**src/rtl/dir_pkg.sv**
```systemverilog
package dir_pkg;
  typedef enum logic [1:0] {
    MSG_RECALL_SHR = 2'd0,
    MSG_RECALL_INV = 2'd1,
    MSG_INVAL      = 2'd2,
    MSG_DATA       = 2'd3
  } msg_e;

  typedef enum logic {
    RSP_ACK  = 1'b0,
    RSP_LINE = 1'b1
  } rsp_e;

  typedef enum logic [3:0] {
    ST_IDLE,
    ST_LOOKUP,
    ST_MEM_RD,
    ST_INVAL,
    ST_WAIT_ACK,
    ST_WAIT_LINE,
    ST_MEM_WR,
    ST_REPLY
  } st_e;
endpackage

```
**src/rtl/dir_store.sv**
```systemverilog
module dir_store #(
  parameter int unsigned N_PROC   = 4,
  parameter int unsigned N_BLOCKS = 16,
  localparam int unsigned BLK_W   = $clog2(N_BLOCKS)
) (
  input  logic              clk_i,
  input  logic              rst_ni,
  input  logic [BLK_W-1:0]  rd_blk_i,
  output logic [N_PROC-1:0] rd_pres_o,
  output logic              rd_dirty_o,
  input  logic              wr_en_i,
  input  logic [BLK_W-1:0]  wr_blk_i,
  input  logic [N_PROC-1:0] wr_pres_i,
  input  logic              wr_dirty_i
);
  logic [N_PROC-1:0] pres_q  [N_BLOCKS];
  logic              dirty_q [N_BLOCKS];

  always_ff @(posedge clk_i or negedge rst_ni) begin
    if (!rst_ni) begin
      for (int b = 0; b < int'(N_BLOCKS); b++) begin
        pres_q[b]  <= '0;
        dirty_q[b] <= 1'b0;
      end
    end else if (wr_en_i) begin
      pres_q[wr_blk_i]  <= wr_pres_i;
      dirty_q[wr_blk_i] <= wr_dirty_i;
    end
  end

  assign rd_pres_o  = pres_q[rd_blk_i];
  assign rd_dirty_o = dirty_q[rd_blk_i];

  AST_DIRTY_SOLE_OWNER: assert property (@(posedge clk_i) disable iff (!rst_ni)
    (wr_en_i && wr_dirty_i) |-> ($countones(wr_pres_i) == 1));
endmodule

```
**src/rtl/dir_first_set.sv**
```systemverilog
module dir_first_set #(
  parameter int unsigned N_PROC = 4,
  localparam int unsigned ID_W  = $clog2(N_PROC)
) (
  input  logic [N_PROC-1:0] mask_i,
  output logic [ID_W-1:0]   first_o
);
  always_comb begin
    first_o = '0;
    for (int k = int'(N_PROC) - 1; k >= 0; k--) begin
      if (mask_i[k]) first_o = ID_W'(k);
    end
  end
endmodule

```
**src/rtl/dir_ack_cnt.sv**
```systemverilog
module dir_ack_cnt #(
  parameter int unsigned N_PROC = 4,
  localparam int unsigned CNT_W = $clog2(N_PROC + 1)
) (
  input  logic             clk_i,
  input  logic             rst_ni,
  input  logic             load_i,
  input  logic [CNT_W-1:0] load_val_i,
  input  logic             dec_i,
  output logic             zero_o
);
  logic [CNT_W-1:0] cnt_q;

  always_ff @(posedge clk_i or negedge rst_ni) begin
    if (!rst_ni)     cnt_q <= '0;
    else if (load_i) cnt_q <= load_val_i;
    else if (dec_i)  cnt_q <= cnt_q - 1'b1;
  end

  assign zero_o = (cnt_q == '0);

  AST_ACK_NO_UNDERFLOW: assert property (@(posedge clk_i) disable iff (!rst_ni)
    dec_i |-> (cnt_q != '0));
endmodule

```
**src/rtl/home_dir_ctrl.sv**
```systemverilog
module home_dir_ctrl
  import dir_pkg::*;
#(
  parameter int unsigned N_PROC   = 4,
  parameter int unsigned N_BLOCKS = 16,
  parameter int unsigned DATA_W   = 32,
  localparam int unsigned ID_W    = $clog2(N_PROC),
  localparam int unsigned BLK_W   = $clog2(N_BLOCKS)
) (
  input  logic              clk_i,
  input  logic              rst_ni,
  input  logic              req_valid_i,
  output logic              req_ready_o,
  input  logic              req_write_i,
  input  logic [ID_W-1:0]   req_src_i,
  input  logic [BLK_W-1:0]  req_blk_i,
  output logic              msg_valid_o,
  output logic [1:0]        msg_type_o,
  output logic [ID_W-1:0]   msg_dst_o,
  output logic [DATA_W-1:0] msg_data_o,
  input  logic              rsp_valid_i,
  input  logic              rsp_kind_i,
  input  logic [DATA_W-1:0] rsp_data_i,
  output logic              mem_rd_o,
  output logic              mem_wr_o,
  output logic [BLK_W-1:0]  mem_blk_o,
  output logic [DATA_W-1:0] mem_wdata_o,
  input  logic [DATA_W-1:0] mem_rdata_i,
  input  logic              mem_ack_i,
  output logic              done_o
);
  localparam int unsigned CNT_W = $clog2(N_PROC + 1);

  st_e               st_q, st_d;
  logic [ID_W-1:0]   src_q;
  logic [BLK_W-1:0]  blk_q;
  logic              wr_q;
  logic [N_PROC-1:0] pres_q;
  logic              dirty_q;
  logic [N_PROC-1:0] mask_q, mask_d;
  logic [DATA_W-1:0] data_q, data_d;

  logic [N_PROC-1:0] rd_pres, one_src, inv_set, st_pres;
  logic              rd_dirty, st_wr, accept;
  logic [ID_W-1:0]   owner_id, inv_id;
  logic              ack_load, ack_dec, ack_zero;

  assign accept      = req_valid_i && (st_q == ST_IDLE);
  assign req_ready_o = (st_q == ST_IDLE);

  always_comb begin
    one_src        = '0;
    one_src[src_q] = 1'b1;
  end
  assign inv_set = pres_q & ~one_src;
  assign st_pres = wr_q ? one_src : (pres_q | one_src);

  dir_store #(.N_PROC(N_PROC), .N_BLOCKS(N_BLOCKS)) i_store (
    .clk_i, .rst_ni,
    .rd_blk_i (req_blk_i),
    .rd_pres_o(rd_pres),
    .rd_dirty_o(rd_dirty),
    .wr_en_i  (st_wr),
    .wr_blk_i (blk_q),
    .wr_pres_i(st_pres),
    .wr_dirty_i(wr_q)
  );

  // owner is the single set bit when dirty
  dir_first_set #(.N_PROC(N_PROC)) i_owner (.mask_i(pres_q), .first_o(owner_id));
  dir_first_set #(.N_PROC(N_PROC)) i_inv   (.mask_i(mask_q), .first_o(inv_id));

  assign ack_dec = rsp_valid_i && (rsp_kind_i == RSP_ACK)
                && ((st_q == ST_INVAL) || (st_q == ST_WAIT_ACK));

  dir_ack_cnt #(.N_PROC(N_PROC)) i_acks (
    .clk_i, .rst_ni,
    .load_i    (ack_load),
    .load_val_i(CNT_W'($countones(inv_set))),
    .dec_i     (ack_dec),
    .zero_o    (ack_zero)
  );

  always_comb begin
    st_d        = st_q;
    mask_d      = mask_q;
    data_d      = data_q;
    msg_valid_o = 1'b0;
    msg_type_o  = MSG_DATA;
    msg_dst_o   = src_q;
    mem_rd_o    = 1'b0;
    mem_wr_o    = 1'b0;
    st_wr       = 1'b0;
    ack_load    = 1'b0;
    done_o      = 1'b0;
    unique case (st_q)
      ST_IDLE: if (req_valid_i) st_d = ST_LOOKUP;
      ST_LOOKUP: begin
        if (dirty_q) begin
          msg_valid_o = 1'b1;
          msg_type_o  = wr_q ? MSG_RECALL_INV : MSG_RECALL_SHR;
          msg_dst_o   = owner_id;
          st_d        = ST_WAIT_LINE;
        end else begin
          mask_d   = wr_q ? inv_set : '0;
          ack_load = wr_q;
          st_d     = ST_MEM_RD;
        end
      end
      ST_MEM_RD: begin
        mem_rd_o = 1'b1;
        if (mem_ack_i) begin
          data_d = mem_rdata_i;
          st_d   = (|mask_q) ? ST_INVAL : ST_REPLY;
        end
      end
      ST_INVAL: begin
        msg_valid_o    = 1'b1;
        msg_type_o     = MSG_INVAL;
        msg_dst_o      = inv_id;
        mask_d[inv_id] = 1'b0;
        if (mask_d == '0) st_d = ST_WAIT_ACK;
      end
      ST_WAIT_ACK: if (ack_zero) st_d = ST_REPLY;
      ST_WAIT_LINE: begin
        if (rsp_valid_i && (rsp_kind_i == RSP_LINE)) begin
          data_d = rsp_data_i;
          st_d   = ST_MEM_WR;
        end
      end
      ST_MEM_WR: begin
        mem_wr_o = 1'b1;
        if (mem_ack_i) st_d = ST_REPLY;
      end
      ST_REPLY: begin
        msg_valid_o = 1'b1;
        msg_type_o  = MSG_DATA;
        msg_dst_o   = src_q;
        st_wr       = 1'b1;
        done_o      = 1'b1;
        st_d        = ST_IDLE;
      end
      default: st_d = ST_IDLE;
    endcase
  end

  assign msg_data_o  = data_q;
  assign mem_blk_o   = blk_q;
  assign mem_wdata_o = data_q;

  always_ff @(posedge clk_i or negedge rst_ni) begin
    if (!rst_ni) begin
      st_q    <= ST_IDLE;
      src_q   <= '0;
      blk_q   <= '0;
      wr_q    <= 1'b0;
      pres_q  <= '0;
      dirty_q <= 1'b0;
      mask_q  <= '0;
      data_q  <= '0;
    end else begin
      st_q   <= st_d;
      mask_q <= mask_d;
      data_q <= data_d;
      if (accept) begin
        src_q   <= req_src_i;
        blk_q   <= req_blk_i;
        wr_q    <= req_write_i;
        pres_q  <= rd_pres;
        dirty_q <= rd_dirty;
      end
    end
  end

  AST_INV_SKIPS_REQ: assert property (@(posedge clk_i) disable iff (!rst_ni)
    (msg_valid_o && msg_type_o == MSG_INVAL) |-> (msg_dst_o != src_q));
  AST_RECALL_ONLY_OWNED: assert property (@(posedge clk_i) disable iff (!rst_ni)
    (msg_valid_o && (msg_type_o == MSG_RECALL_SHR || msg_type_o == MSG_RECALL_INV))
      |-> dirty_q);
  AST_REPLY_AFTER_ACKS: assert property (@(posedge clk_i) disable iff (!rst_ni)
    (msg_valid_o && msg_type_o == MSG_DATA) |-> ack_zero);
  AST_DONE_FREES: assert property (@(posedge clk_i) disable iff (!rst_ni)
    done_o |=> req_ready_o);
  AST_NO_STROBE_CLASH: assert property (@(posedge clk_i) disable iff (!rst_ni)
    !(mem_rd_o && mem_wr_o));
endmodule

```
**config.mk**
```make
export PLATFORM = sky130hd
export DESIGN_NAME = home_dir_ctrl
export DESIGN_NICKNAME = d
export VERILOG_FILES = /design/src/rtl/dir_pkg.sv /design/src/rtl/dir_store.sv /design/src/rtl/dir_first_set.sv /design/src/rtl/dir_ack_cnt.sv /design/src/rtl/home_dir_ctrl.sv
export SDC_FILE = /design/constraint.sdc
export NUM_CORES = 1
export LEC_CHECK = 0
export BUFFER_PORTS_ARGS = -buffer_cell sky130_fd_sc_hd__buf_2
export CORE_UTILIZATION = 59
export DETAILED_ROUTE_END_ITERATION = 12
export PLACE_DENSITY_LB_ADDON = 0.1
export SLEW_MARGIN = 10
export SYNTH_ARGS = -nofsm -noshare
export SYNTH_HDL_FRONTEND = slang
export SYNTH_SLANG_ARGS = --single-unit
```
**constraint.sdc**
```tcl
create_clock -name clk_i -period 3.3 [get_ports clk_i]
set_input_delay 0.66 -clock clk_i [delete_from_list [all_inputs] [get_ports clk_i]]
set_output_delay 0.66 -clock clk_i [all_outputs]
set_load 0.05 [all_outputs]
```
# Word-level counts from Yosys, hierarchy flattened
# Cells that the tools add are included.
classes:
  magnitude_cmp: 7
  addsub: 4
  n_eq_ne: 14
  n_reduce_logical: 19
  muxes: 54
  bitwise: 8
ops:
  columns: ["op", "count"]
  rows:
  - ["$bwmux W64", 1]
  - ["$mux W32", 2]
  - ["$pmux W32 S2", 1]
  - ["$mux W4", 12]
  - ["$pmux W4 S7", 1]
  - ["$mux W2", 10]
  - ["$bmux W4 S4", 1]
  - ["$bwmux W16", 1]
  - ["$demux W4 S4", 1]
  - ["$eq A4 B3 Y1 const B", 4]
  - ["$mux W1", 12]
  - ["$mux W3", 4]
  - ["$ne A2 B2 Y1 const B", 6]
  - ["$ge A5 B5 Y1 const B", 2]
  - ["$not A4 Y5", 2]
  - ["$and A4 B4 Y4", 2]
  - ["$eq A4 B2 Y1 const B", 2]
  - ["$logic_not A4 Y1", 2]
  - ["$not A4 Y4", 2]
  - ["$pmux W2 S2", 2]
  - ["$pmux W4 S2", 1]
  - ["$logic_and A1 B1 Y1", 7]
  - ["$lt A2 B3 Y1 const B", 2]
  - ["$reduce_and A6 Y1", 1]
  - ["20 further kinds", 25]
word_totals:
  input_bits: 77
  wordCells: 147
  regBits: 135
  output_inout_bits: 77

# Longest topological paths before layout
# Gate-level depths: netlist (run 1).
logic_depth:
  word_depth: 13
  ltp_mapped: 9
  mapped_depth_nobuf: 9

# Modules after synthesis
# Synthesis (run 1) repeated with hierarchy kept, for this count alone.
hier_totals:
  cells_unflattened: 578
  hier_area_um2: 7025.5
by_module_without_submodules:
  columns: ["module", "area_per_inst_um2", "instances", "seq_area_each_um2", "cells_per_inst"]
  rows:
  - ["dir_store", 3684.8, 1, 2001.9, 241]
  - ["home_dir_ctrl", 3114.2, 1, 1276.2, 308]
  - ["dir_ack_cnt", 171.4, 1, 75.1, 19]
  - ["dir_first_set", 27.5, 2, 0.0, 5]

# Worst setup path after synthesis (run 1)
# OpenSTA, ideal clock, no wires.
synth_timing:
  path_kind: "reg2out"
  startpoint: "register st_q[0]"
  endpoint: "output port msg_dst_o[1]"
  n_path_buf: 1
  required_time_ps: 2640
  path_stages_with_launch: 5
  setup_slack_ps: -433
  arrival_time_ps: 3073
  cell_sequence: "dfrtp_1 -> buf_4 -> nor2b_1 -> nand3b_1 -> o41ai_1"
synth_via:
  elab_chain_len: 2
  word_cells_on_any_way: 3
  classes_between: "eq/ne (2); mux (1)"
synth_rtl:
  columns: ["element", "line_no", "text"]
  rows:
  - ["from (decl)", "home_dir_ctrl.sv:34", "st_e st_q, st_d;"]
  - ["from (signal assigned)", "home_dir_ctrl.sv:162", "st_q <= st_d;"]
  - ["$eq A4 B2 Y1 / $eq A4 B1 Y1 (equally long branches)", "home_dir_ctrl.sv:96", "unique case (st_q)"]
  - ["$pmux W2 S2 (*)", "home_dir_ctrl.sv:96", null]
  - ["to (decl)", "home_dir_ctrl.sv:19", "output logic [ID_W-1:0] msg_dst_o,"]
# Mark *: on every way between the ends. The rest lies on a longest branch, timed or not.

# Worst setup path in the final report (run 1)
layout_timing:
  startpoint: "register st_q[2]"
  endpoint: "output port msg_dst_o[0]"
# The elaborated chain is that of the path after synthesis.

==> results of run 1 <==
how the worst max path moves through the flow:
| stage | from | to | cells past startpoint | slack [ns] |
|---|---|---|---|---|
| after floorplan | st_q[0] | msg_dst_o[1] | 4 | 0.23 |
| after global placement | req_blk_i[1] | pres_q[3] | 5 | 1.05 |
| after detailed placement | src_q[1] | i_acks.cnt_q[1] | 9 | 0.99 |
| after CTS | st_q[2] | msg_dst_o[0] | 5 | 0.56 |
| after global routing | st_q[2] | msg_dst_o[0] | 5 | 0.38 |
| final | st_q[2] | msg_dst_o[0] | 5 | 0.57 |
cell usage in the layout, fill, tap and decap left out, types with 19 or more instances in the layout:
cell type	instances
sky130_fd_sc_hd__mux2i_1	35
sky130_fd_sc_hd__nand2_1	96
sky130_fd_sc_hd__buf_2	152
sky130_fd_sc_hd__o21ai_1	36
sky130_fd_sc_hd__mux2_1	24
sky130_fd_sc_hd__mux4_2	19
sky130_fd_sc_hd__dfrtp_1	134
sky130_fd_sc_hd__nor2_1	42
sky130_fd_sc_hd__a21oi_1	39
sky130_fd_sc_hd__o21ai_0	35
stage by stage:
| step | utilization, % | std cells | area, um^2 |
|---|---|---|---|
| after global routing | 70.8 | 910 | 8050 |
| final | 70.8 | 910 | 8050 |
| after floorplan | - | 642 | 6890 |
| after global placement | 66.1 | 881 | 7510 |
| after CTS | 70.8 | 910 | 8050 |
| after detailed placement | 66.1 | 881 | 7510 |
power groups by stage:
stage	combinational, W	clock, W	sequential [W]
floorplan	0.00293	0	0.00338
global placement	0.00415	0	0.00290
detailed placement	0.00421	0	0.00294
CTS	0.00423	0.00175	0.00292
global route	0.00456	0.00183	0.00302
finish	0.00422	0.00172	0.00293
kinds of logic after synthesis:
group / after synthesis / share of synthesized area (%)
buffers and inverters: 84 / 7.31
AND/OR/NAND/NOR: 196 / 15.2
adder cells (fa/ha/maj): 5 / 1.02
multiplexers: 85 / 16.4
AO/OA/AOI/OAI: 138 / 11.4
flip-flops: 134 / 48.8
cell type report:
type	instances	area share, %
multi-input combinational	424	37.7
inverter	12	0.560
timing repair buffer	168	11.3
clock buffer	24	5.99
sequential	134	41.7
tap	143	2.22
clock inverter	5	0.622
routing by layer:
layer,global-route usage [%],vias to the layer above
met1,38.7,2613
met3,6.58,43
met4,15.4,0
met2,50.8,216
met5,0,-
li1,-,2458
registers in the layout, summed over array words and instances, names as in the netlist:
signal           cells
dirty_q              1
st_q                 3
wr_q                 1
i_store.pres_q      64
i_acks.cnt_q         3
src_q                2
pres_q               4
mem_wdata_o         32
i_store.dirty_q     16
mem_blk_o            4
mask_q               4
==> impl.org, run 1 <==
** Synthesis
- For this run, the number of Yosys warnings is 0.
- Post-synth ARST share :: 100%
- Most numerous cell in the Yosys netlist :: sky130_fd_sc_hd__dfrtp_1
- Synthesized flop and latch total :: 134
- Syn Std Cell Area :: 6880 um^2
- Summed over all instances, the cell type with the most area after synthesis is sky130_fd_sc_hd__dfrtp_1.
- Among all flip-flop cells after synthesis, the most frequent one is sky130_fd_sc_hd__dfrtp_1.
- Syn avg cell area :: approximately 11 um^2
- Synthesis produced 642 cells.
- Number of flops mapped to enable cells by yosys :: 0
- Mapped Nets :: 724
- Ranked by total cell area, the synthesized netlist is headed by sky130_fd_sc_hd__dfrtp_1 49%, sky130_fd_sc_hd__mux4_2 6.2%, sky130_fd_sc_hd__nand2_1 5.2%.
- In the synthesized netlist, the cells that appear most often are 134 x sky130_fd_sc_hd__dfrtp_1, 96 x sky130_fd_sc_hd__nand2_1, 42 x sky130_fd_sc_hd__nor2_1.
- In this run, distinct cell masters in the synthesized netlist total 58.
- Fraction of synthesized cell area taken by the top area cell type :: between 40% and 50%
- Share of the yosys chip area belonging to registers :: 48.8%

** Setup path
- Data on the critical path is required at its endpoint by 2.64 ns.
- Counting cells, the worst reg-to-reg path comes to 9.
- Worst r2r src :: src_q[1]
- The worst setup path is captured at an output pin.
- Maximum fanout count along the critical path :: 4
- Critical-path top delay cell :: sky130_fd_sc_hd__or3_1
- Critical path buffers and inverters :: 1
- Largest delay contributor family on the critical path :: simple AND/OR/NAND/NOR gates
- Worst R2R Setup Slack :: around 0.94 ns
- The critical path is of the reg -> out type.
- The worst register-to-register path ends at i_acks.cnt_q[1].
- Critical path's largest stage delay :: 0.43 ns
- The worst setup path is launched from a register.
- Worst endpoint data arrival time :: 2.07 ns
- Cells along the critical path :: nor2b_1 > nand3b_1 > or3_1 > o311ai_1 > buf_2

** Drt
- After detailed routing, the number of vias per cell comes to 5.86.
- Initial detailed-routing violation count :: 336
- In this run the remaining antenna-violating nets after routing total 0.
- In the routed design, unresolved DRC markers number 0.
- Wires add up to 17.4 mm.
- For this block, the via count after detailed routing is 5330.
- Post-detailed-route wirelength per cell :: 19.1 um
- Signal routing reaches up to met4.
- Met3 routed WL :: 1.21 mm
- Metal-1 WL :: 6.94 mm
- Pre-Repair DR Iteration Count :: 5
- Wire length on met2 :: 8.68 mm

** Die
- The initialized floorplan defines 39 standard-cell rows.
- The region available for standard cell placement spans 11400 um^2.
- Die X :: about 110 um
- The die covers 12100 um^2.
- Height of the die :: 110 um
- Starting utilization of the core area :: 60.5%
- Number of top-level design ports :: 154

** CTS
- CTS Root Buffer Type :: sky130_fd_sc_hd__clkbuf_16
- Clock tree from TritonCTS :: yes
- Post-CTS Setup Bufs :: 0
- The clock tree synthesis step divided the H-tree into 4 levels.
- Hold repair after CTS inserted 0 buffers.
- Longest Clk Path Bufs :: 2
- Number of buffers created by CTS :: 17
- Post-CTS resize count :: 0
- Worst-Skew Late Latency :: ~0.41 ns
- Clk slew on worst S/H paths :: about 0.05 ns
- Clock sink count :: 134

** STA
- Setup violations remaining at the end of the flow were counted as 0.
- Highest clock rate :: 366 MHz
- Period utilisation layout :: 82.7%
- Worst rel slew slack :: 44.4%
- Fin Setup TNS :: 0 ns
- Min cycle time layout :: 2.73 ns
- Setup repair after global routing left no endpoint under its margin.
- Across all hold checks on the routed design, the worst slack comes to 0.359 ns.
- The count of pins over their slew limit came to 0.
- Final critical-path setup slack :: 0.570 ns
- Total count of hold-check failures in the final report :: 0
- At the pin with the least slew margin, the transition time is 0.834 ns.
- Final Skew :: 0.00821 ns

** Status
- Outcome :: finished clean

** Placed design
- Detailed placement ended at an HPWL of 12.5 mm.
- Input and output buffers added on the ports amount to between 150 and 200.
- Worst slack at placement :: 0.989 ns
- RD Place Congestion :: between 0.8 and 0.9

** Pwr
- The share of total power dissipated in sequential elements is 33.0%.
- Pwr Density :: around 1100 nW/um^2
- Switching part of the total :: 47.4%
- The analysis attributes to net switching a power of 0.00421 W.
- For this design the static power due to leakage is 4.07 nW.
- Of the total power, combinational logic draws 47.6%.
- The internal portion of the total power is 0.00466 W.
- Part of the total power dissipated in the clock network :: around a fifth
- Total Power :: just under 0.009 W
- IR analysis of the VDD net gives a maximum drop of 0.000856 V.

** Global routing
- Total global routing track utilization :: 30.8%
- The initial antenna violation count was 0.
- Remaining global-route overflow :: 0
- Pin count of the biggest net entering global routing :: 65
- The number of global-route vias before repair came to 5137.
- Wire length of the first global-routing pass :: 27.0 mm

** Final layout
- In the final design database the tool counted ~840 nets.
- Final antenna diode count :: 0
- Counting the fill cells in the layout gives 867.
- Area of the multi-input gates :: about 3000 um^2
- Summing all flip-flop and latch instances after layout gives 3350 um^2.
- Cells with a size suffix above 1 make up 30.9% of the layout.
- Synth-to-Final Area Change :: 17.0%

** Job
- Max-Cap Viols :: 0

** Hold path
- Worst Hold Class :: in -> async
Power figures use the tool's default switching activity.
==> run 2, diff against run 1 <==
--- a/config.mk
+++ b/config.mk
@@ -5,8 +5,9 @@
 export SDC_FILE = /design/constraint.sdc
 export NUM_CORES = 1
 export LEC_CHECK = 0
+export ABC_AREA = 1
 export BUFFER_PORTS_ARGS = -buffer_cell sky130_fd_sc_hd__buf_2
-export CORE_UTILIZATION = 59
+export CORE_UTILIZATION = 55
 export DETAILED_ROUTE_END_ITERATION = 12
 export PLACE_DENSITY_LB_ADDON = 0.1
 export SLEW_MARGIN = 10
==> constraint.sdc (replaced) <==
create_clock -name clk_i -period 2.65 [get_ports clk_i]
set_input_delay 0.53 -clock clk_i [delete_from_list [all_inputs] [get_ports clk_i]]
set_output_delay 0.53 -clock clk_i [all_outputs]
set_load 0.05 [all_outputs]
==> run 2 against run 1 <==
Register-to-register slack got worse by 0.39 ns. Critical path type unchanged. Setup slack got worse by 0.36 ns. Count of clock-buffer cells in the layout down 4. First-iteration DRC count is 33% higher. Global-route usage is 3.4 points lower. Sequential cell count unchanged. Combinational power increased by 36%. Critical path depth rose by 1. Clock skew decreased by 0.0024 ns. Utilization is 3.3 points lower. Hold slack got worse by 0.28 ns. Largest power group unchanged. Via count is 13% higher.
==> impl.org, run 2 <==
** Status
- The run finished with clean final reports.

** Synthesis
- The synthesized instance count was 837 (+30%).
- Fraction of synthesized cell area taken by the top area cell type :: 47.9% (-0.87 points)
- Syn avg cell area :: 8.37 um^2 (-22%)
- The commonest cells after synthesis are 193 x sky130_fd_sc_hd__nand2_1, 134 x sky130_fd_sc_hd__dfrtp_1, 102 x sky130_fd_sc_hd__o21ai_0.
- Number of flops mapped to enable cells by yosys :: 0 (unchanged)
- Post-synth top flop :: sky130_fd_sc_hd__dfrtp_1
- The fraction of registers with async set/reset came to 100% (unchanged).
- Share of the yosys chip area belonging to registers :: 47.9% (-0.87 points)
- Number of warnings issued by yosys :: 0 (unchanged)
- Most numerous cell in the Yosys netlist :: sky130_fd_sc_hd__nand2_1
- The biggest area contributor in the post-synthesis netlist is sky130_fd_sc_hd__dfrtp_1.
- Yosys attributes the largest share of cell area to sky130_fd_sc_hd__dfrtp_1 48%, sky130_fd_sc_hd__nand2_1 10%, sky130_fd_sc_hd__o21ai_0 7.3%.
- The count of distinct cell types in the synthesized netlist came to 28 (-52%).
- Mapped Nets :: 919 (+27%)
- The netlist area before placement is 7000 um^2 (+1.8%).
- The number of flip-flops and latches in the synthesized netlist came to 134 (unchanged).

** Final layout
- Synth-to-Final Area Change :: 17.6%
- i_store.pres_q holds more flip-flops than any other register.
- The number of inserted diodes is 0 (unchanged).
- Most common library cell in the layout ignoring fill and taps :: sky130_fd_sc_hd__nand2_1
- The final cell area excluding filler cells is 8240 um^2 (+2.4%).
- Most used cells in the layout excluding fill and tap cells :: 193 x sky130_fd_sc_hd__nand2_1, 152 x sky130_fd_sc_hd__buf_2, 133 x sky130_fd_sc_hd__dfrtp_1
- Area of the multi-input gates :: 2970 um^2 (-2.1%)
- The non-filler instance count after layout was 1138 (+25%).
- Flip-flop count of the largest register after layout :: 64 (unchanged)
- FF+latch area :: 3350 um^2 (about the same)
- The number of inserted filler cells in the final layout was 1020 (+18%).
- Final Net Count :: 1039 (+24%)
- Fraction of final layout cells sized beyond drive strength 1 :: 27.4% (-3.5 points)

** Setup path
- The data arrival time of the worst path is 1.91 ns (-0.16 ns).
- Type of destination of the critical path :: output pin
- The required time at the worst-slack endpoint was 2.12 ns (-0.52 ns).
- The number of cell instances on the worst register-to-register path was 11 (+2).
- The slack of the worst reg-to-reg path came to 0.55 ns (-0.39 ns).
- Worst r2r src :: src_q[1]
- Crit start category :: register
- The endpoint identified for the worst register-to-register timing path is i_acks.cnt_q[1].
- The highest fanout seen on the critical path came to 7 (+3).
- Type of the worst setup path :: reg -> out

** STA
- The worst path uses roughly nine tenths of the clock period.
- Fin Setup TNS :: 0 ns (unchanged)
- Final critical-path setup slack :: 0.213 ns (-0.357 ns)
- Subtracting the final worst setup slack from the clock period gives 2.44 ns.
- Setup repair after global routing missed its margin :: false
- The number of endpoints with negative hold slack in the final report was 0 (unchanged).
- The slew of the pin with the lowest slew margin was 0.611 ns (-0.224 ns).
- Static timing analysis puts the maximum clock frequency at about 410 MHz.
- Worst rel slew slack :: 59.2% (+15 points)
- Final setup viols :: 0 (unchanged)
- Final Skew :: 0.00583 ns (-0.00237 ns)
- The count of pins over their slew limit came to 0 (unchanged).

** Global routing
- The met1 layer usage reported by global route came to 37.3% (-1.4 points).
- The pin count of the biggest net entering global routing was 61 (-6.2%).
- The global routing usage on met3 is 5.54% (-1.0 points).
- Antenna violations before repair :: 0 (unchanged)
- The first-pass GRT wire length was 27.6 mm (+1.9%).
- The met2 layer usage reported by global route came to 44.1% (-6.6 points).
- The total congestion overflow was 0 (unchanged).
- The number of global-route vias before repair is 5527 (+7.6%).
- The global-route usage over all layers came to 27.4% (-3.4 points).
- The layer flagged by global routing as most heavily used is met2.

** Placed design
- The routability-driven placement congestion ratio was 0.982 (+12%).
- Worst slack at placement :: 0.470 ns (-0.519 ns)
- The post-DP HPWL was 12.3 mm (-1.4%).
- Cell area reported after detailed placement :: 7670 um^2 (+2.1%)
- The number of placed instances, taps included came to 1106 (+26%).
- The number of input and output port buffers inserted came to 153 (unchanged).

** Pwr
- The proportion of power drawn by combinational gates came to 50.0% (+2.4 points).
- Sw power :: 0.00577 W (+37%)
- Part of the total power dissipated in the clock network :: 19.1% (-0.3 points)
- The share of power burned in registers was 30.8% (-2.2 points).
- Static leakage :: 4.10 nW (+0.67%)
- The internal power contribution is 0.00570 W (+22%).
- Maximum vdd ir drop :: 0.000725 V (-15%)
- The ratio of total power to cell area was 1390 nW/um^2 (+26%).
- The share of total power consumed by net switching is 50.3% (+2.8 points).

** Die
- The die span in x was 115 um (+4.4%).
- Total number of placement rows :: 40 (+2.6%)
- Height of the die :: 115 um (+4.4%)
- Core region area :: 12200 um^2 (+7.4%)
- The initial standard-cell utilization of the core is 57.3% (-3.1 points).
- The die outline area is 13200 um^2 (+9.1%).
- Number of top-level design ports :: 154 (unchanged)

** Drt
- Post-detailed-route wirelength per cell :: 15.2 um (-20%)
- Initial detailed-routing violation count :: 448 (+33%)
- The total routed wirelength came to 17.3 mm (-0.55%).
- The number of routed nets with antenna violations was 0 (unchanged).
- The number of vias per cell after detailed routing came to 5.28 (-9.8%).
- The residual DRC count is 0 (unchanged).
- Pre-Repair DR Iteration Count :: 5 (unchanged)
- Number of vias in the routed layout :: 6012 (+13%)

** Hold path
- Worst Hold Class :: in -> async

** CTS
- TritonCTS built the clock tree.
- The cell sitting at the root of the clock tree is a sky130_fd_sc_hd__clkbuf_16.
- Clk slew on worst S/H paths :: 0.05 ns (about the same)
- Longest Clk Path Bufs :: 2 (unchanged)
- The number of buffers created by CTS is 17 (unchanged).
- Worst-Skew Late Latency :: 0.42 ns (about the same)
- Level count of the clock H-tree :: 4 (unchanged)
- Clock sink count :: 134 (unchanged)

** Job
- The total of max-cap violations was 0 (unchanged).
==> run 2: area by class of cell <==
class                      instances  area share, %
sequential                       134           40.7
inverter                          72           3.28
tap                              168           2.55
multi-input combinational        567           36.0
timing repair buffer             165           10.6
clock inverter                    12           1.28
clock buffer                      20           5.54
==> run 2: how the worst max path moves through the flow <==
stage               startpoint           end  slack [ns]
finish                 st_q[2]  msg_dst_o[1]        0.21
global route           st_q[2]  msg_dst_o[0]         0.1
CTS                    st_q[0]  msg_dst_o[1]        0.01
detailed placement     st_q[0]  msg_dst_o[1]        0.47
global placement       st_q[0]  msg_dst_o[1]        0.55
floorplan              st_q[2]  msg_dst_o[0]        0.13
==> run 2: power by group through the flow <==
stage                     combinational, W  sequential, W  clock [W]
final                              0.00574        0.00354    0.00220
after global routing               0.00622        0.00364    0.00232
after floorplan                    0.00392        0.00430          0
after CTS                          0.00574        0.00352    0.00223
after detailed placement           0.00572        0.00353          0
after global placement             0.00563        0.00348          0
==> run 2: repair_timing <==
item                                    in CTS  in global routing
buffers inserted                             0                  0
endpoints found under the setup margin       0                  2
gates resized for setup                      0                  2
hold buffers                                 0                  0
==> run 2: cell families (layout without fill, tap and decap cells) <==
logic type	count (synthesis)	after routing	synth area share [%]
AO/OA/AOI/OAI	180	180	15.1
adder cells (fa/ha/maj)	5	5	1.00
AND/OR/NAND/NOR	350	350	21.5
flip-flops	134	134	47.9
multiplexers	32	32	4.57
buffers and inverters	136	269	9.93
==> run 2: worst max-delay path, cell delays in order (launching register included) <==
cell,delay (ns)
sky130_fd_sc_hd__dfrtp_1,0.49
sky130_fd_sc_hd__nor2_1,0.14
sky130_fd_sc_hd__nand2_1,0.08
sky130_fd_sc_hd__nor2_1,0.18
sky130_fd_sc_hd__nand2_1,0.10
sky130_fd_sc_hd__o221ai_1,0.20
sky130_fd_sc_hd__buf_2,0.30
==> run 2: per-stage QoR <==
stage | hold WS, ns | util [%] | total power [W]
final | 0.0766 | 67.5 | 0.0115
after CTS | 0.108 | 67.4 | 0.0115
after floorplan | 0.234 | - | 0.00823
after global placement | 0.461 | 62.8 | 0.00911
after global routing | 0.130 | 67.5 | 0.0122
after detailed placement | 0.468 | 62.8 | 0.00925
==> run 2: metal layers <==
metal | wire length, um | share of wire (%)
met4 | 200 | 1.2
met2 | 8180 | 47
met5 | 0 | 0
met3 | 1180 | 6.8
met1 | 7730 | 45
==> run 3, diff against run 2 <==
--- a/config.mk
+++ b/config.mk
@@ -13,4 +13,5 @@
 export SLEW_MARGIN = 10
 export SYNTH_ARGS = -nofsm -noshare
 export SYNTH_HDL_FRONTEND = slang
+export SYNTH_HIERARCHICAL = 1
 export SYNTH_SLANG_ARGS = --single-unit
==> run 3 against run 2 <==
Synthesized cell count rose by 6.0%. Setup slack got worse by 0.085 ns. Maximum frequency fell by 3.4%. Hold slack got worse by 0.026 ns. Via count rose by 2.1%. Utilization fell by 0.66 points. First-iteration DRC count fell by 15%. Critical path depth did not move. Combinational power rose by 2%. Critical path type unchanged. Largest cell class unchanged. Largest power group unchanged. Highest routed layer unchanged.
==> impl.org, run 3 <==
** Synthesis
- The fraction of registers with async set/reset was 100% (unchanged).
- The xor-xnor portion of the synthesized cell area is 0% (unchanged).
- Most numerous cell in the Yosys netlist :: sky130_fd_sc_hd__nand2_1
- Fraction of synthesized cell area taken by the top area cell type :: 46.4% (-1.5 points)
- The synthesized instance count came to 887 (+6.0%).
- Most frequent cells after synthesis :: 219 x sky130_fd_sc_hd__nand2_1, 134 x sky130_fd_sc_hd__dfrtp_1, 113 x sky130_fd_sc_hd__inv_1
- By area, the combinational part of the netlist is dominated by simple AND/OR/NAND/NOR gates.
- The complex-gate fraction of the synthesized area was 11.7% (-3.4 points).
- Mux cell area share after synthesis :: 5.52% (+0.95 points)
- The Yosys warning count was 6 (+6).
- The sequential share of the synthesized area came to 46.4% (-1.5 points).
- The number of flops mapped to enable cells by yosys was 0 (unchanged).
- The number of flip-flops and latches in the synthesized netlist came to 134 (unchanged).
- The post-synthesis average cell area was 8.15 um^2 (-2.6%).
- Mapped Nets :: 969 (+5.4%)
- By area the synthesized netlist is led by sky130_fd_sc_hd__dfrtp_1 46%, sky130_fd_sc_hd__nand2_1 11%, sky130_fd_sc_hd__o21ai_0 6.2%.
- Arithmetic-cell share of the synthesized area counting full adders, half adders and majority gates :: 0.969% (-0.032 points)
- Among all flip-flop cells after synthesis, the most frequent one is sky130_fd_sc_hd__dfrtp_1.
- The synthesized-area fraction occupied by and/or/nand/nor cells is 23.2% (+1.7 points).
- Number of distinct library cells after synthesis :: 35 (+25%)
- Syn Std Cell Area :: 7230 um^2 (+3.3%)
- Synth area leader :: sky130_fd_sc_hd__dfrtp_1

** STA
- The number of endpoints with negative hold slack in the final report is 0 (unchanged).
- Highest clock rate :: 396 MHz (-3.4%)
- Final setup viols :: 0 (unchanged)
- Period utilisation layout :: 95.2% (+3.2 points)
- The tightest slew margin relative to the limit is 54.2% (-5.0 points).
- Min cycle time layout :: 2.52 ns (+0.0854 ns)
- Fin Setup TNS :: 0 ns (unchanged)
- The count of pins over their slew limit was 0 (unchanged).
- Final Skew :: 0.00501 ns (-0.000828 ns)
- Setup repair after global routing missed its margin :: false
- Worst-margin pin slew :: 0.685 ns (+0.0741 ns)

** Final layout
- Counting flops per register, the top entry is i_store/pres_q.
- Most common library cell in the layout ignoring fill and taps :: sky130_fd_sc_hd__nand2_1
- Most used cells in the layout excluding fill and tap cells :: 219 x sky130_fd_sc_hd__nand2_1, 152 x sky130_fd_sc_hd__buf_2, 133 x sky130_fd_sc_hd__dfrtp_1
- Final Net Count :: 1092 (+5.1%)
- Fraction of final layout cells sized beyond drive strength 1 :: 25.6% (-1.8 points)
- Filler Cell Count :: 1140 (+12%)
- Layout Utilization :: 66.8% (-0.66 points)
- Design area :: 8500 um^2 (+3.2%)
- Synth-to-Final Area Change :: 17.5% (about the same)
- The flip-flop count of the largest register, all copies and words added is 64 (unchanged).

** Global routing
- Remaining global-route overflow :: 0 (unchanged)
- Total global routing track utilization :: 26.4% (-1.0 points)
- Pin count of the biggest net entering global routing :: 65 (+6.6%)
- The number of global-route vias before repair was 5346 (-3.3%).
- Antenna violations before repair :: 3 (+3)
- Wire length of the first global-routing pass :: 26.8 mm (-2.6%)

** Hold path
- In this run the worst hold path is classified as in -> async.

** CTS
- TritonCTS built the clock tree.
- Clk slew on worst S/H paths :: 0.06 ns (about the same)
- The tree is rooted in a sky130_fd_sc_hd__clkbuf_16.
- Number of buffers created by CTS :: 17 (unchanged)
- The depth of the CTS H-tree was 4 (unchanged).
- The clock tree buffer depth came to 2 (unchanged).
- The number of clock sinks seen by CTS came to 134 (unchanged).
- The clock latency on the worst-skew pair was 0.42 ns (about the same).

** Drt
- Initial detailed-routing violation count :: 379 (-15%)
- The detailed-routing iteration count for the pre-antenna-repair pass is 5 (unchanged).
- The number of routed nets with antenna violations is 0 (unchanged).
- Post-detailed-route wirelength per cell :: 14.2 um (-6.3%)
- The total routed wirelength came to 17.1 mm (-1.3%).
- The number of vias per cell after detailed routing was 5.12 (-3.0%).
- The via count came to 6136 (+2.1%).
- The residual DRC count was 0 (unchanged).

** Setup path
- The required time at the worst-slack endpoint is 2.12 ns (about the same).
- The data arrival time of the worst path is 1.99 ns (+0.08 ns).
- Reg2Reg Capture Point :: i_store/dirty_q[9]
- Maximum fanout count along the critical path :: 14 (+7)
- The slack of the worst reg-to-reg path was 0.58 ns (+0.03 ns).
- The number of cell instances on the worst register-to-register path is 5 (-6).
- Type of destination of the critical path :: output pin
- Worst r2r src :: st_q[2]
- Crit start category :: register
- The critical path is of the reg -> out type.

** Die
- Total number of placement rows :: 41 (+2.5%)
- The initial standard-cell utilization of the core is 56.8% (-0.51 points).
- Number of top-level design ports :: 154 (unchanged)
- Core region area :: 12700 um^2 (+4.2%)
- The die span in x is 117 um (+1.6%).
- Height of the die :: 117 um (+1.6%)
- The die outline area came to 13600 um^2 (+3.2%).

** Status
- Outcome :: finished clean

** Placed design
- The number of input and output port buffers inserted is 153 (unchanged).
- Cell area reported after detailed placement :: 7920 um^2 (+3.3%)
- The routability-driven placement congestion ratio was 0.878 (-11%).
- DP Wirelength :: 12.0 mm (-2.5%)

** Pwr
- The ratio of total power to cell area was 1350 nW/um^2 (-2.7%).
- The leakage power summed over all cells was 4.33 nW (+5.6%).
- Maximum vdd ir drop :: 0.000621 V (-14%)

** Job
- Max-Cap Viols :: 0 (unchanged)
## run 3: cell types whose count changed after synthesis, moves of 5 or more
| cell | before | now |
|---|---|---|
| sky130_fd_sc_hd__buf_1 | 0 | 5 |
| sky130_fd_sc_hd__o21ai_1 | 26 | 3 |
| sky130_fd_sc_hd__a21oi_1 | 6 | 12 |
| sky130_fd_sc_hd__nor2_2 | 22 | 7 |
| sky130_fd_sc_hd__nand3_1 | 46 | 74 |
| sky130_fd_sc_hd__nand2_1 | 193 | 219 |
| sky130_fd_sc_hd__o21ai_0 | 102 | 89 |
| sky130_fd_sc_hd__clkbuf_1 | 17 | 8 |
| sky130_fd_sc_hd__nor3_2 | 0 | 6 |
| sky130_fd_sc_hd__inv_1 | 68 | 113 |
| sky130_fd_sc_hd__nor2_1 | 71 | 56 |
| sky130_fd_sc_hd__o211ai_1 | 11 | 0 |
| sky130_fd_sc_hd__nand3_2 | 1 | 6 |
## run 3: layout make-up
type | instances | area, um^2 | area share, %
inverter | 118 | 443 | 5.21
multi-input combinational | 570 | 3000 | 35.3
clock inverter | 8 | 72.6 | 0.854
antenna | 3 | 7.51 | 0.0883
tap | 172 | 215 | 2.53
sequential | 134 | 3350 | 39.5
clock buffer | 24 | 492 | 5.79
timing repair buffer | 169 | 917 | 10.8
## run 3: routing by layer
metal	routed length [um]	global-route usage [%]
met5	0	0
met1	7770	36.1
met3	909	5.14
met2	8000	41.1
met4	374	11.6
## run 3: cell families (layout without fill, tap and decap cells)
kind of cell / Yosys count / count (layout)
flip-flops: 134 / 134
AND/OR/NAND/NOR: 384 / 384
buffers and inverters: 183 / 319
other: 0 / 3
AO/OA/AOI/OAI: 142 / 142
adder cells (fa/ha/maj): 5 / 5
multiplexers: 39 / 39
## run 3: through the flow
stage	cells	hold WS, ns	setup slack, ns	total power [W]
after floorplan	887	0.234	-0.0291	0.00827
after global placement	1163	0.463	0.565	0.00922
after detailed placement	1163	0.469	0.523	0.00928
after CTS	1195	0.0557	0.0668	0.0115
after global routing	1198	0.0820	0.0000571	0.0123
final	1198	0.0508	0.128	0.0115
## run 3: power by group
group / internal [W] / switching [W]
combinational: 0.00155 / 0.00429
sequential: 0.00287 / 0.000570
clock: 0.00138 / 0.000845
total: 0.00579 / 0.00571
## run 3: critical path: stages (launching register included)
cell,delay (ns)
sky130_fd_sc_hd__dfrtp_1,0.53
sky130_fd_sc_hd__nor2_1,0.26
sky130_fd_sc_hd__nand3_1,0.24
sky130_fd_sc_hd__inv_1,0.13
sky130_fd_sc_hd__nand2_1,0.05
sky130_fd_sc_hd__o221ai_1,0.07
sky130_fd_sc_hd__buf_2,0.29
## run 3: timing repair
action,CTS,global route
buffers inserted,0,0
endpoints found under the setup margin,0,3
resized for setup,0,2
endpoints found under the hold margin,0,0
hold buffers,0,0
## run 3: worst max-delay path by stage
stage	from	end	slack, ns	cells after the start
floorplan	st_q[2]	msg_dst_o[0]	-0.03	5
global placement	st_q[1]	msg_dst_o[0]	0.57	5
detailed placement	st_q[1]	msg_dst_o[0]	0.52	5
CTS	st_q[1]	msg_dst_o[0]	0.07	5
global route	st_q[2]	msg_dst_o[1]	0.00006	5
finish	st_q[2]	msg_dst_o[0]	0.13	6
